--- config.mk ---
export PLATFORM = sky130hd
export DESIGN_NAME = irq_level_arbiter
export DESIGN_NICKNAME = d
export VERILOG_FILES = /design/src/rtl/irq_arb_pkg.sv /design/src/rtl/irq_lvl_filter.sv /design/src/rtl/irq_lvl_select.sv /design/src/rtl/irq_lsb_pick.sv /design/src/rtl/irq_level_arbiter.sv
export SDC_FILE = /design/constraint.sdc
export NUM_CORES = 1
export LEC_CHECK = 0
export ABC_AREA = 1
export BUFFER_PORTS_ARGS = -buffer_cell sky130_fd_sc_hd__buf_2
export CAP_MARGIN = 15
export CORE_MARGIN = 2
export CORE_UTILIZATION = 50
export DETAILED_ROUTE_END_ITERATION = 10
export PLACE_DENSITY = 0.77
export SLEW_MARGIN = 20
export SYNTH_ARGS = -nofsm -noshare
export SYNTH_HDL_FRONTEND = slang
export SYNTH_SLANG_ARGS = --single-unit
--- constraint.sdc ---
create_clock -name clk -period 4.7 [get_ports clk]
set_input_delay 0.47 -clock clk [delete_from_list [all_inputs] [get_ports clk]]
set_output_delay 0.47 -clock clk [all_outputs]
set_load 0.1 [all_outputs]
--- src/rtl/irq_arb_pkg.sv ---
package irq_arb_pkg;

  // Bus mode encoding for bus_single_i
  typedef enum logic {
    BUS_MULTI  = 1'b0,
    BUS_SINGLE = 1'b1
  } bus_mode_e;

  // Internal-source bits of a level: none on level 0, the software bit on
  // every other level, plus the timer bit on the timer level.
  function automatic int unsigned internal_bits(int lvl, int clk_lvl);
    if (lvl == 0) return 0;
    if (lvl == clk_lvl) return 3;
    return 1;
  endfunction

endpackage

--- src/rtl/irq_lvl_filter.sv ---
module irq_lvl_filter #(
  parameter int REQ_W   = 32,
  parameter int LVL_W   = 3,
  parameter int LVL_IDX = 0,
  parameter logic [REQ_W-1:0] IMASK = '0
) (
  input  logic [REQ_W-1:0] req_i,
  input  logic [LVL_W-1:0] cur_pri_i,
  input  logic             open_all_i,
  output logic [REQ_W-1:0] masked_o,
  output logic             elig_o
);
  logic above;

  always_comb begin
    above    = LVL_W'(LVL_IDX) > cur_pri_i;
    masked_o = above ? (open_all_i ? req_i : (req_i & IMASK)) : '0;
    elig_o   = |masked_o;
  end
endmodule

--- src/rtl/irq_lvl_select.sv ---
module irq_lvl_select #(
  parameter int NUM_LVL = 8,
  parameter int LVL_W   = 3
) (
  input  logic [NUM_LVL-1:0] elig_i,
  output logic               any_o,
  output logic [LVL_W-1:0]   lvl_o
);
  always_comb begin
    any_o = |elig_i;
    lvl_o = '0;
    // ascending scan: the last hit is the highest level
    for (int l = 0; l < NUM_LVL; l++) begin
      if (elig_i[l]) lvl_o = LVL_W'(l);
    end
  end
endmodule

--- src/rtl/irq_lsb_pick.sv ---
module irq_lsb_pick #(
  parameter int REQ_W = 32,
  parameter int BIT_W = 5
) (
  input  logic [REQ_W-1:0] vec_i,
  output logic             found_o,
  output logic [BIT_W-1:0] idx_o
);
  always_comb begin
    found_o = |vec_i;
    idx_o   = '0;
    // descending scan: the last hit is the lowest bit
    for (int b = REQ_W - 1; b >= 0; b--) begin
      if (vec_i[b]) idx_o = BIT_W'(b);
    end
  end
endmodule

--- src/rtl/irq_level_arbiter.sv ---
module irq_level_arbiter
  import irq_arb_pkg::*;
#(
  parameter int NUM_LVL   = 8,
  parameter int REQ_W     = 32,
  parameter int CLK_LVL   = 6,
  parameter int SPLIT_PRI = 4,
  localparam int LVL_W    = $clog2(NUM_LVL),
  localparam int BIT_W    = $clog2(REQ_W)
) (
  input  logic                     clk,
  input  logic                     rst,
  input  logic                     bus_single_i,
  input  logic [LVL_W-1:0]         cur_pri_i,
  input  logic [NUM_LVL*REQ_W-1:0] set_req_i,
  input  logic                     ack_i,
  output logic                     irq_pending_o,
  output logic                     ack_valid_o,
  output logic [LVL_W-1:0]         ack_lvl_o,
  output logic [BIT_W-1:0]         ack_bit_o
);
  logic [NUM_LVL-1:0][REQ_W-1:0] req_q;
  logic [NUM_LVL-1:0][REQ_W-1:0] masked;
  logic [NUM_LVL-1:0][REQ_W-1:0] set_vec;
  logic [NUM_LVL-1:0]            elig;
  logic                          open_all;
  logic                          any_elig;
  logic [LVL_W-1:0]              win_lvl;
  logic [REQ_W-1:0]              win_vec;
  logic                          win_found;
  logic [BIT_W-1:0]              win_bit;
  logic                          take;
  logic [REQ_W-1:0]              clr_vec;

  assign set_vec  = set_req_i;
  assign open_all = (bus_mode_e'(bus_single_i) == BUS_MULTI) ||
                    (cur_pri_i < LVL_W'(SPLIT_PRI));

  generate
    for (genvar l = 0; l < NUM_LVL; l++) begin : g_lvl
      localparam logic [REQ_W-1:0] IMASK = REQ_W'(internal_bits(l, CLK_LVL));
      irq_lvl_filter #(
        .REQ_W(REQ_W), .LVL_W(LVL_W), .LVL_IDX(l), .IMASK(IMASK)
      ) u_filter (
        .req_i      (req_q[l]),
        .cur_pri_i  (cur_pri_i),
        .open_all_i (open_all),
        .masked_o   (masked[l]),
        .elig_o     (elig[l])
      );
    end
  endgenerate

  irq_lvl_select #(.NUM_LVL(NUM_LVL), .LVL_W(LVL_W)) u_lvl_sel (
    .elig_i (elig),
    .any_o  (any_elig),
    .lvl_o  (win_lvl)
  );

  assign win_vec = masked[win_lvl];

  irq_lsb_pick #(.REQ_W(REQ_W), .BIT_W(BIT_W)) u_bit_pick (
    .vec_i   (win_vec),
    .found_o (win_found),
    .idx_o   (win_bit)
  );

  assign irq_pending_o = any_elig;
  assign take          = ack_i && any_elig && win_found;
  assign clr_vec       = take ? (REQ_W'(1) << win_bit) : '0;

  always_ff @(posedge clk) begin
    if (rst) begin
      req_q <= '0;
    end else begin
      for (int l = 0; l < NUM_LVL; l++) begin
        if (LVL_W'(l) == win_lvl)
          req_q[l] <= (req_q[l] & ~clr_vec) | set_vec[l];
        else
          req_q[l] <= req_q[l] | set_vec[l];
      end
    end
  end

  always_ff @(posedge clk) begin
    if (rst) begin
      ack_valid_o <= 1'b0;
      ack_lvl_o   <= '0;
      ack_bit_o   <= '0;
    end else begin
      ack_valid_o <= take;
      if (take) begin
        ack_lvl_o <= win_lvl;
        ack_bit_o <= win_bit;
      end
    end
  end
endmodule

# == After elaboration in Yosys (flattened, before gate mapping) ==
# Index checks and enable logic that the tools add are counted.
# word_totals
reg_bits,265
in_bits,263
output_inout_bits,10
word_cells,134
# classes
magnitude_cmp,10
eq_ne,7
shifts,1
mux,66
bitwise,26
n_reduce_logical,13
# op_table
cell,n
32-bit two-way mux,26
32-bit OR,16
32-bit AND,8
256-bit OR reduction,1
32-bit OR reduction,8
5-bit two-way mux,32
32-bit binary-select mux with 3-bit select,1
32-bit NOT,1
"1-bit by 5-bit left shift with 32-bit output, first input constant",1
"3-bit equality test, first input constant",4
"3-bit > comparator, first input constant",4
3-bit two-way mux,4
"2-bit by 3-bit equality test with 1-bit output, first input constant",2
"1-bit by 3-bit > comparator with 1-bit output, first input constant",2
"2-bit by 3-bit > comparator with 1-bit output, first input constant",2
"3-bit by 4-bit less-than comparator with 1-bit output, second input constant",1
2-bit two-way mux,2
"1-bit by 3-bit equality test with 1-bit output, first input constant",1
3-bit zero test,1
"3-bit less-than comparator, second input constant",1
1-bit logical AND,2
1-bit logical OR,1
1-bit two-way mux,1
1-bit NOT,1

# == Depth between registers and ports, before layout ==
# Gate-level depths: netlist (run 1).
# depth
depth_word,52
ltp_mapped,57
mapped_depth_nobuf,53

# == Hierarchy ==
# A second synthesis (run 1) with hierarchy kept.
# hier_totals
hier_cells,2866
area_unflattened_um2,17177.7
# modules_own_cells
mod,instances,cells_each,area_per_inst_um2,seq_area_each_um2
irq_level_arbiter,1,1865,12673.4,5305.1
irq_lvl_filter (g_lvl[5].u_filter),1,143,660.6,0.0
irq_lvl_filter (g_lvl[7].u_filter),1,164,644.4,0.0
irq_lvl_filter (g_lvl[1].u_filter),1,115,534.3,0.0
irq_lvl_filter (g_lvl[6].u_filter),1,102,515.5,0.0
irq_lsb_pick,1,107,470.5,0.0
irq_lvl_filter (g_lvl[3].u_filter),1,106,457.9,0.0
irq_lvl_filter (g_lvl[2].u_filter),1,108,450.4,0.0
irq_lvl_filter (g_lvl[4].u_filter),1,102,441.7,0.0
irq_lvl_filter (g_lvl[0].u_filter),1,34,251.5,0.0
irq_lvl_select,1,20,77.6,0.0

# == Worst setup path after synthesis (run 1) ==
# No wires, ideal clock.
# synth_path
kind,input-to-reg
from,input port cur_pri_i[2]
to,register req_q[232] in the netlist's numbering
setup_ns,0.128
arrival_time_ns,4.450
t_required_ns,4.572
setup_slack_ns,0.122
stages,49
path_buffers,6
cell_sequence,buf_2 > nand2_2 > buf_2 > buf_2 > nand3_1 > nand4_1 > nor2_1 > nand4_1 > inv_1 > nand2_1 > nor2_1 > buf_4 > nor2_2 > buf_2 > nand2_1 > o2111ai_1 > a211oi_1 > nand2_1 > [13 not listed] > nand2_1 > nand2_1 > nand2_1 > nand2_1 > nand2_1 > nand2_1 > nand2_1 > nand2_1 > nand2_1 > nand2_2 > nand2_2 > nand2_2 > nand3_1 > nor2_2 > buf_4 > nand2_1 > a21oi_1 > nor2_1
# synth_via
elab_chain_cells,52
elab_cells_between_ends,85
classes_between,order compare (9); eq/ne (1); shift (1); mux (59); bitwise (3); reduce/logical (12)
# synth_rtl
item,line_no,text
"start, declared",irq_level_arbiter.sv:14,"input logic [LVL_W-1:0] cur_pri_i,"
3-bit less-than comparator,irq_level_arbiter.sv:37,(cur_pri_i < LVL_W'(SPLIT_PRI));
1-bit logical OR,irq_level_arbiter.sv:36,assign open_all = (bus_mode_e'(bus_single_i) == BUS_MULTI) ||
32-bit two-way mux (2 in a row),irq_lvl_filter.sv:17,masked_o = above ? (open_all_i ? req_i : (req_i & IMASK)) : '0;
32-bit OR reduction,irq_lvl_filter.sv:18,elig_o = |masked_o;
1-bit two-way mux,irq_lvl_select.sv:14,if (elig_i[l]) lvl_o = LVL_W'(l);
2-bit two-way mux (2 in a row),irq_lvl_select.sv:14,
3-bit two-way mux (4 in a row),irq_lvl_select.sv:14,
32-bit binary-select mux with 3-bit select,irq_level_arbiter.sv:60,assign win_vec = masked[win_lvl];
32-bit two-way mux (implied by the code),irq_level_arbiter.sv:60,
5-bit two-way mux (32 in a row),irq_lsb_pick.sv:14,if (vec_i[b]) idx_o = BIT_W'(b);
1-bit by 5-bit left shift with 32-bit output,irq_level_arbiter.sv:70,assign clr_vec = take ? (REQ_W'(1) << win_bit) : '0;
32-bit two-way mux,irq_level_arbiter.sv:70,
32-bit NOT,irq_level_arbiter.sv:78,req_q[l] <= (req_q[l] & ~clr_vec) | set_vec[l];
32-bit AND,irq_level_arbiter.sv:78,
32-bit OR,irq_level_arbiter.sv:78,
32-bit two-way mux *,irq_level_arbiter.sv:77,if (LVL_W'(l) == win_lvl)
"end signal, assigned by index",irq_level_arbiter.sv:78,
"end signal, assigned by index",irq_level_arbiter.sv:80,req_q[l] <= req_q[l] | set_vec[l];
"end, declared",irq_level_arbiter.sv:22,logic [NUM_LVL-1:0][REQ_W-1:0] req_q;
# Every way passes the cells marked *; elsewhere a longest branch is shown, timed or not. The select of a mux whose other input is x is not followed.
# A chain may end at the register's enable or synchronous reset.

# == Worst setup path after layout (run 1) ==
# layout_path
from,input port cur_pri_i[2]
to,register req_q[233] in the netlist's numbering
# The elaborated chain is that of the path after synthesis.

==> flow_summary.ini, run 1 <==
[outcome]
status = finished with violations
violations = setup timing

[detailed_routing]
top_layer = met5
avgRoutedWirePerCell_um = 22.7
wl_met3_um = 9580
viasPerCell = 6.10
first_pass_iters = 6
drtAntennaViolNets = 0
met1_length_um = 25800
drt-initial-drc-count = 2725
drc = 0
dr_wl_met2_um = 28400
vias = 18200
routed_wl_um = 67800

[global_routing]
grt_pass1_wl_um = 96600
grt_pass1_vias = 16600
grt_use_total = 0.453
gr-total-overflow = 0
antenna_found_initial = 5
grt_max_degree = 135

[clock_network]
holdBufCountCts = 0
clk-insertion-delay-late_ns = 0.54
cts_sinks = 233
clk_root_buffer_cell = clkbuf_16
path_clk_slew_ns = 0.06
clk_path_buf_depth = 3
ctsHtreeMaxLevel = 1
cts_buffers = 25
cts_tree = yes

[yosys]
ys_warn_count = 0
synthFlopType = dfxtp_1
yosysTopAreaCell = dfxtp_1
synth_edf_count = 0
ys_async_sr_fraction = 0
synth_top_area_frac = 0.357
syn-num-nets = 2315
synth_area_um2 = 13100
ys_types = 41
syn_inst = 2052
yosys-top-cells-area = dfxtp_1 (36%), nand3_1 (13%), nand2_1 (11%)
ys_seq_elements = 233
syn_avg_cell_area_um2 = 6.37
ys_seq_area_frac = 0.357

[timing]
hold_violations = 0
finalCritPeriodShare = 1.07
finalClockSkew_ns = 0.0146
final-setup-viol-count = 224
slew_viol_final = 0
tightest_slew_ns = 0.773
max_slew_margin = 0.482
fin_crit_ns = 5.04
whs_ns = 0.132
rsz0062_at_grt = true
timing.fmax_mhz = 198
setup_slack_ns = -0.341

[floorplanning]
start_util = 0.506
die_h_um = 166
die_area_um2 = 27500
ioPinCount = 273
core_area_um2 = 25800
die_w_um = 166
row_count = 59

[worst_setup_path]
cp_slowest_cell = nor2_2
r2r_start = req_q[142]$_SDFF_PP0_
worst-setup-path-type = input pin to register
cp.required_ns = 5.10
arrival_ns = 5.44
end_kind = register
startpoint = cur_pri_i[2]
regToRegSetupSlack_ns = -0.28
cp-start-kind = input pin
r2r-end = req_q[233]$_SDFF_PP0_
reg2regPathDepth = 47
cp_max_fo = 13
critical_path.most_common_cell = nand2_1
critical-path-max-stage-delay_ns = 0.23

[power]
ir_drop_mv = 0.382
power.density_nw_per_um2 = 297
power.leakage_nw = 9.48

[final_layout]
nFillCells = 1954
nNetsFinal = 2895
stdcell_count = 2985
area_growth_pct = 51.4
layout-drive-gt1-share = 0.347

[min_path]
worstHoldPathCells = 3
hold_path_class = input pin to register
hold_path_end = req_q[230]$_SDFF_PP0_
min_from = set_req_i[230]

[job]
maxCapViolCount = 0

[placement]
post-place-ws_ns = -1.03
gp_congestion = 1.05
post-place-cells = 2899
portBuffers = 240
dp_hpwl_um = 48700
-- worst max path at each step --
stage                                        to  slack (ns)  cells after the start
after floorplan           req_q[232]$_SDFF_PP0_        0.12                     49
after global placement    req_q[248]$_SDFF_PP0_       -1.09                     34
after detailed placement  req_q[111]$_SDFF_PP0_       -1.03                     37
after CTS                 req_q[247]$_SDFF_PP0_       -0.02                     49
after global routing       req_q[57]$_SDFF_PP0_       -0.66                     57
final                     req_q[233]$_SDFF_PP0_       -0.34                     54
-- area by class of cell --
cell class / count / area (um2) / share of cell area
antenna: 2 / 5.00 / 0.000253
clock buffer: 34 / 699 / 0.0353
clock inverter: 9 / 204 / 0.0103
inverter: 260 / 988 / 0.0499
multi-input combinational: 1415 / 7560 / 0.382
sequential: 233 / 4670 / 0.236
tap: 335 / 419 / 0.0212
timing repair buffer: 697 / 5260 / 0.266
-- what timing repair did --
action,4_1_cts,5_1_grt
pin swaps,31,53
endpoints found under the setup margin,224,224
cloned,3,4
gates resized for setup,108,125
buffers inserted,21,14
-- metrics by stage --
stage	TNS, ns	total power (W)	area (um2)	util
6_report	-54.97	0.00588	19800	0.766
5_1_grt	-120.53	0.00601	19800	0.766
4_1_cts	-0.0321	0.00572	19100	0.739
3_5_place_dp	-206.51	0.00349	17500	0.678
3_3_place_gp	-210.14	0.00347	17500	0.678
2_1_floorplan	0	0.00280	13100	-
-- flip-flops by register name (all words and copies together), names as in the netlist --
name and flops:
ack_bit_o 5, ack_lvl_o 3, ack_valid_o 1, req_q 224
-- cells by family after synthesis --
kind of cell	count (synthesis)	share of synthesized area
flip-flops	233	0.357
buffers and inverters	405	0.123
AND/OR/NAND/NOR	1007	0.349
AO/OA/AOI/OAI	407	0.171
-- synth_stat cells, types with 3 or more instances --
cell type	instances
o21a_1	7
o221ai_1	6
o22a_1	5
o21ai_1	15
nor2_2	20
nor4_1	3
dfxtp_1	233
o211ai_1	4
a21oi_1	247
nor2_4	4
nor2_1	155
a32oi_1	15
inv_2	14
clkbuf_1	82
nand3_1	343
nand2_1	379
a31oi_1	24
o21ai_0	55
nor3_1	12
nand4_1	71
inv_1	245
buf_4	11
buf_1	18
o22ai_1	21
nand2_2	9
buf_2	34
-- power by group --
| group | switching (W) | internal (W) |
|---|---|---|
| Sequential | 0.0000980 | 0.00212 |
| Combinational | 0.000837 | 0.000601 |
| Clock | 0.000857 | 0.00137 |
-- cell usage in the layout, fill, tap and decap left out, types with 27 or more instances in the layout --
master and count:
buf_2 237, nand2_1 355, buf_6 27, nand3_2 32, nor2_1 137, dfxtp_1 232, buf_4 392, nand4_1 71
buf_12 29, inv_1 244, nand3_1 307, clkbuf_16 28, a21oi_1 225, o21ai_0 48
-- critical path, delay by kind of cell --
kind | cells | cell delay (ns)
AOI/OAI and AO/OA | 2 | 0.32
and+or+nand+nor | 45 | 3.63
buffers and inverters | 7 | 0.97
-- routing by layer --
metal / up-vias / global-route usage
met5: - / 0
li1: 8020 / -
met1: 8418 / 0.615
met4: 4 / 0.219
met3: 293 / 0.113
met2: 1463 / 0.674
Note: power is estimated with default switching activity, not from simulation.
==> run 2, diff against run 1 <==
PLACE_DENSITY = 0.74   (was 0.77)
SETUP_SLACK_MARGIN = 0.4   (was unset)
clock period = 5.6 ns   (was 4.7 ns; I/O delays follow)
==> run 2 against run 1 <==
  * The run now ends clean
  * Routed wire length is 9.4% lower
  * Cell count is 6.2% lower
  * Non-clock buffer count is 185 lower
  * Sequential power is 15% lower
  * Largest power group unchanged
  * Register-to-register slack better by 0.84 ns
  * Via count is 8.3% lower
  * First-iteration DRC count is 13% lower
  * Count of clock-buffer cells in the layout is 4 higher
  * Global-route usage is 4.1 points lower
  * Critical path depth is 2 lower
==> flow_summary.ini, run 2 (synthesized netlist as in run 1, its figures left out) <==
[timing]
finalCritPeriodShare = 0.927
whs_ns = 0.213
fin_crit_ns = 5.19
max_slew_margin = 0.278
hold_violations = 0
finalClockSkew_ns = 0.0170
rsz0062_at_grt = true
slew_viol_final = 0
final-setup-viol-count = 0
tightest_slew_ns = 1.08
timing.fmax_mhz = 193

[worst_setup_path]
worst-setup-path-type = input pin to register
cp_slowest_cell = nor4_4
end_kind = register
arrival_ns = 5.58
cp-start-kind = input pin
critical_path.most_common_cell = nand2_1
critical-path-max-stage-delay_ns = 0.33
cp.required_ns = 5.99
cp_max_fo = 6

[floorplanning]
core_area_um2 = 25800
start_util = 0.506
ioPinCount = 273
die_h_um = 166
die_area_um2 = 27500
row_count = 59
die_w_um = 166

[clock_network]
holdBufCountCts = 0
ctsHtreeMaxLevel = 1
clk_path_buf_depth = 3
cts_buffers = 25
cts_tree = yes
path_clk_slew_ns = 0.07
clk-insertion-delay-late_ns = 0.55
cts_sinks = 233
clk_root_buffer_cell = clkbuf_16

[power]
seqPwrFrac = 0.404
p_int_w = 0.00322
ir_drop_mv = 0.340
switching_share = 0.309
p_clk_frac = 0.374
power_frac_comb = 0.222
power_w = 0.00466
power.density_nw_per_um2 = 254
power.leakage_nw = 8.58
p_sw_w = 0.00144

[final_layout]
n_antenna_cell = 0
reg.largest.list = req_q (224), ack_bit_o (5), ack_lvl_o (3)
nNetsFinal = 2710
mostFrequentLayoutCells = nand2_1 (359), nand3_1 (303), inv_1 (245), buf_2 (236), a21oi_1 (235)
layout-drive-gt1-share = 0.289
final_common_cell = nand2_1
stdcell_count = 2801
area_growth_pct = 40.3
largest_reg_flops = 224
largest_register = req_q

[placement]
post-place-cells = 2720
portBuffers = 240
dp_hpwl_um = 44900
gp_congestion = 1.09

[detailed_routing]
drtAntennaViolNets = 0
first_pass_iters = 9
drc = 0
vias = 16700
routed_wl_um = 61400
drt-initial-drc-count = 2373
viasPerCell = 5.96
avgRoutedWirePerCell_um = 21.9

[global_routing]
gr-total-overflow = 0
grt_pass1_vias = 15100
grt_pass1_wl_um = 88000
grt_use_total = 0.412
antenna_found_initial = 0
grt_max_degree = 101

[job]
maxCapViolCount = 0

[min_path]
hold_path_class = input pin to register

[outcome]
status = complete, no violations
## run 2: changes by cell type in the layout (fill, tap and decap cells not counted), sizes merged, moves of 2 or more
cell | previous run | this run
bufbuf | 2 | 0
diode | 2 | 0
buf | 692 | 505
inv | 259 | 261
bufinv | 6 | 2
clkbuf | 37 | 45
## run 2: area by class of cell
cell class | instances | area (um2)
Inverter | 260 | 983
Sequential cell | 233 | 4660
Fill cell | 2187 | 7480
Timing Repair Buffer | 512 | 3890
Clock buffer | 38 | 764
Tap cell | 335 | 419
Multi-Input combinational cell | 1415 | 7530
Clock inverter | 8 | 103
## run 2: power by group through the flow
stage / combinational [W] / clock (W) / sequential [W]
6_report: 0.00104 / 0.00174 / 0.00188
3_5_place_dp: 0.000905 / 0 / 0.00190
2_1_floorplan: 0.000450 / 0 / 0.00190
4_1_cts: 0.000914 / 0.00174 / 0.00187
5_1_grt: 0.00110 / 0.00182 / 0.00189
3_3_place_gp: 0.000894 / 0 / 0.00190
## run 2: worst paths after layout
path	from	slack, ns	to	depth (start not counted)
worst min register to register	ack_lvl_o[2]$_SDFFE_PP0P_	0.46	ack_lvl_o[2]$_SDFFE_PP0P_	2
worst min-delay path	set_req_i[110]	0.21	req_q[110]$_SDFF_PP0_	3
worst max-delay path	cur_pri_i[2]	0.41	req_q[245]$_SDFF_PP0_	52
worst max register to register	req_q[90]$_SDFF_PP0_	0.56	req_q[245]$_SDFF_PP0_	46
## run 2: timing repair
item / in CTS / in global routing
pin swaps: 0 / 53
resized for setup: 3 / 186
endpoints found under the setup margin: 28 / 225
buffers inserted: 0 / 25
gates cloned: 0 / 10
hold endpoints to repair: 0 / 0
## run 2: worst max-delay path: cells and delay by family
kind            cells  cell delay (ns)
simple gates       45             4.06
buf+inv             6             0.86
compound gates      1             0.09
## run 2: stage by stage
stage                     setup TNS, ns  setup slack, ns   util  cell area (um2)
after CTS                             0            0.374  0.662            17100
after global placement            -4.65           -0.152  0.628            16200
after global routing                  0           0.0341  0.710            18400
final                                 0            0.408  0.710            18400
after detailed placement          -6.80           -0.195  0.628            16200
after floorplan                       0            0.932      -            13100
## run 2: metal layers
layer	wire, um	part of all wire	vias to the layer above	global-route usage
li1	-	-	7648	-
met1	24600	0.40	7728	0.584
met2	26300	0.43	1152	0.620
met3	7560	0.12	163	0.0710
met4	2870	0.047	0	0.173
met5	0	0	-	0
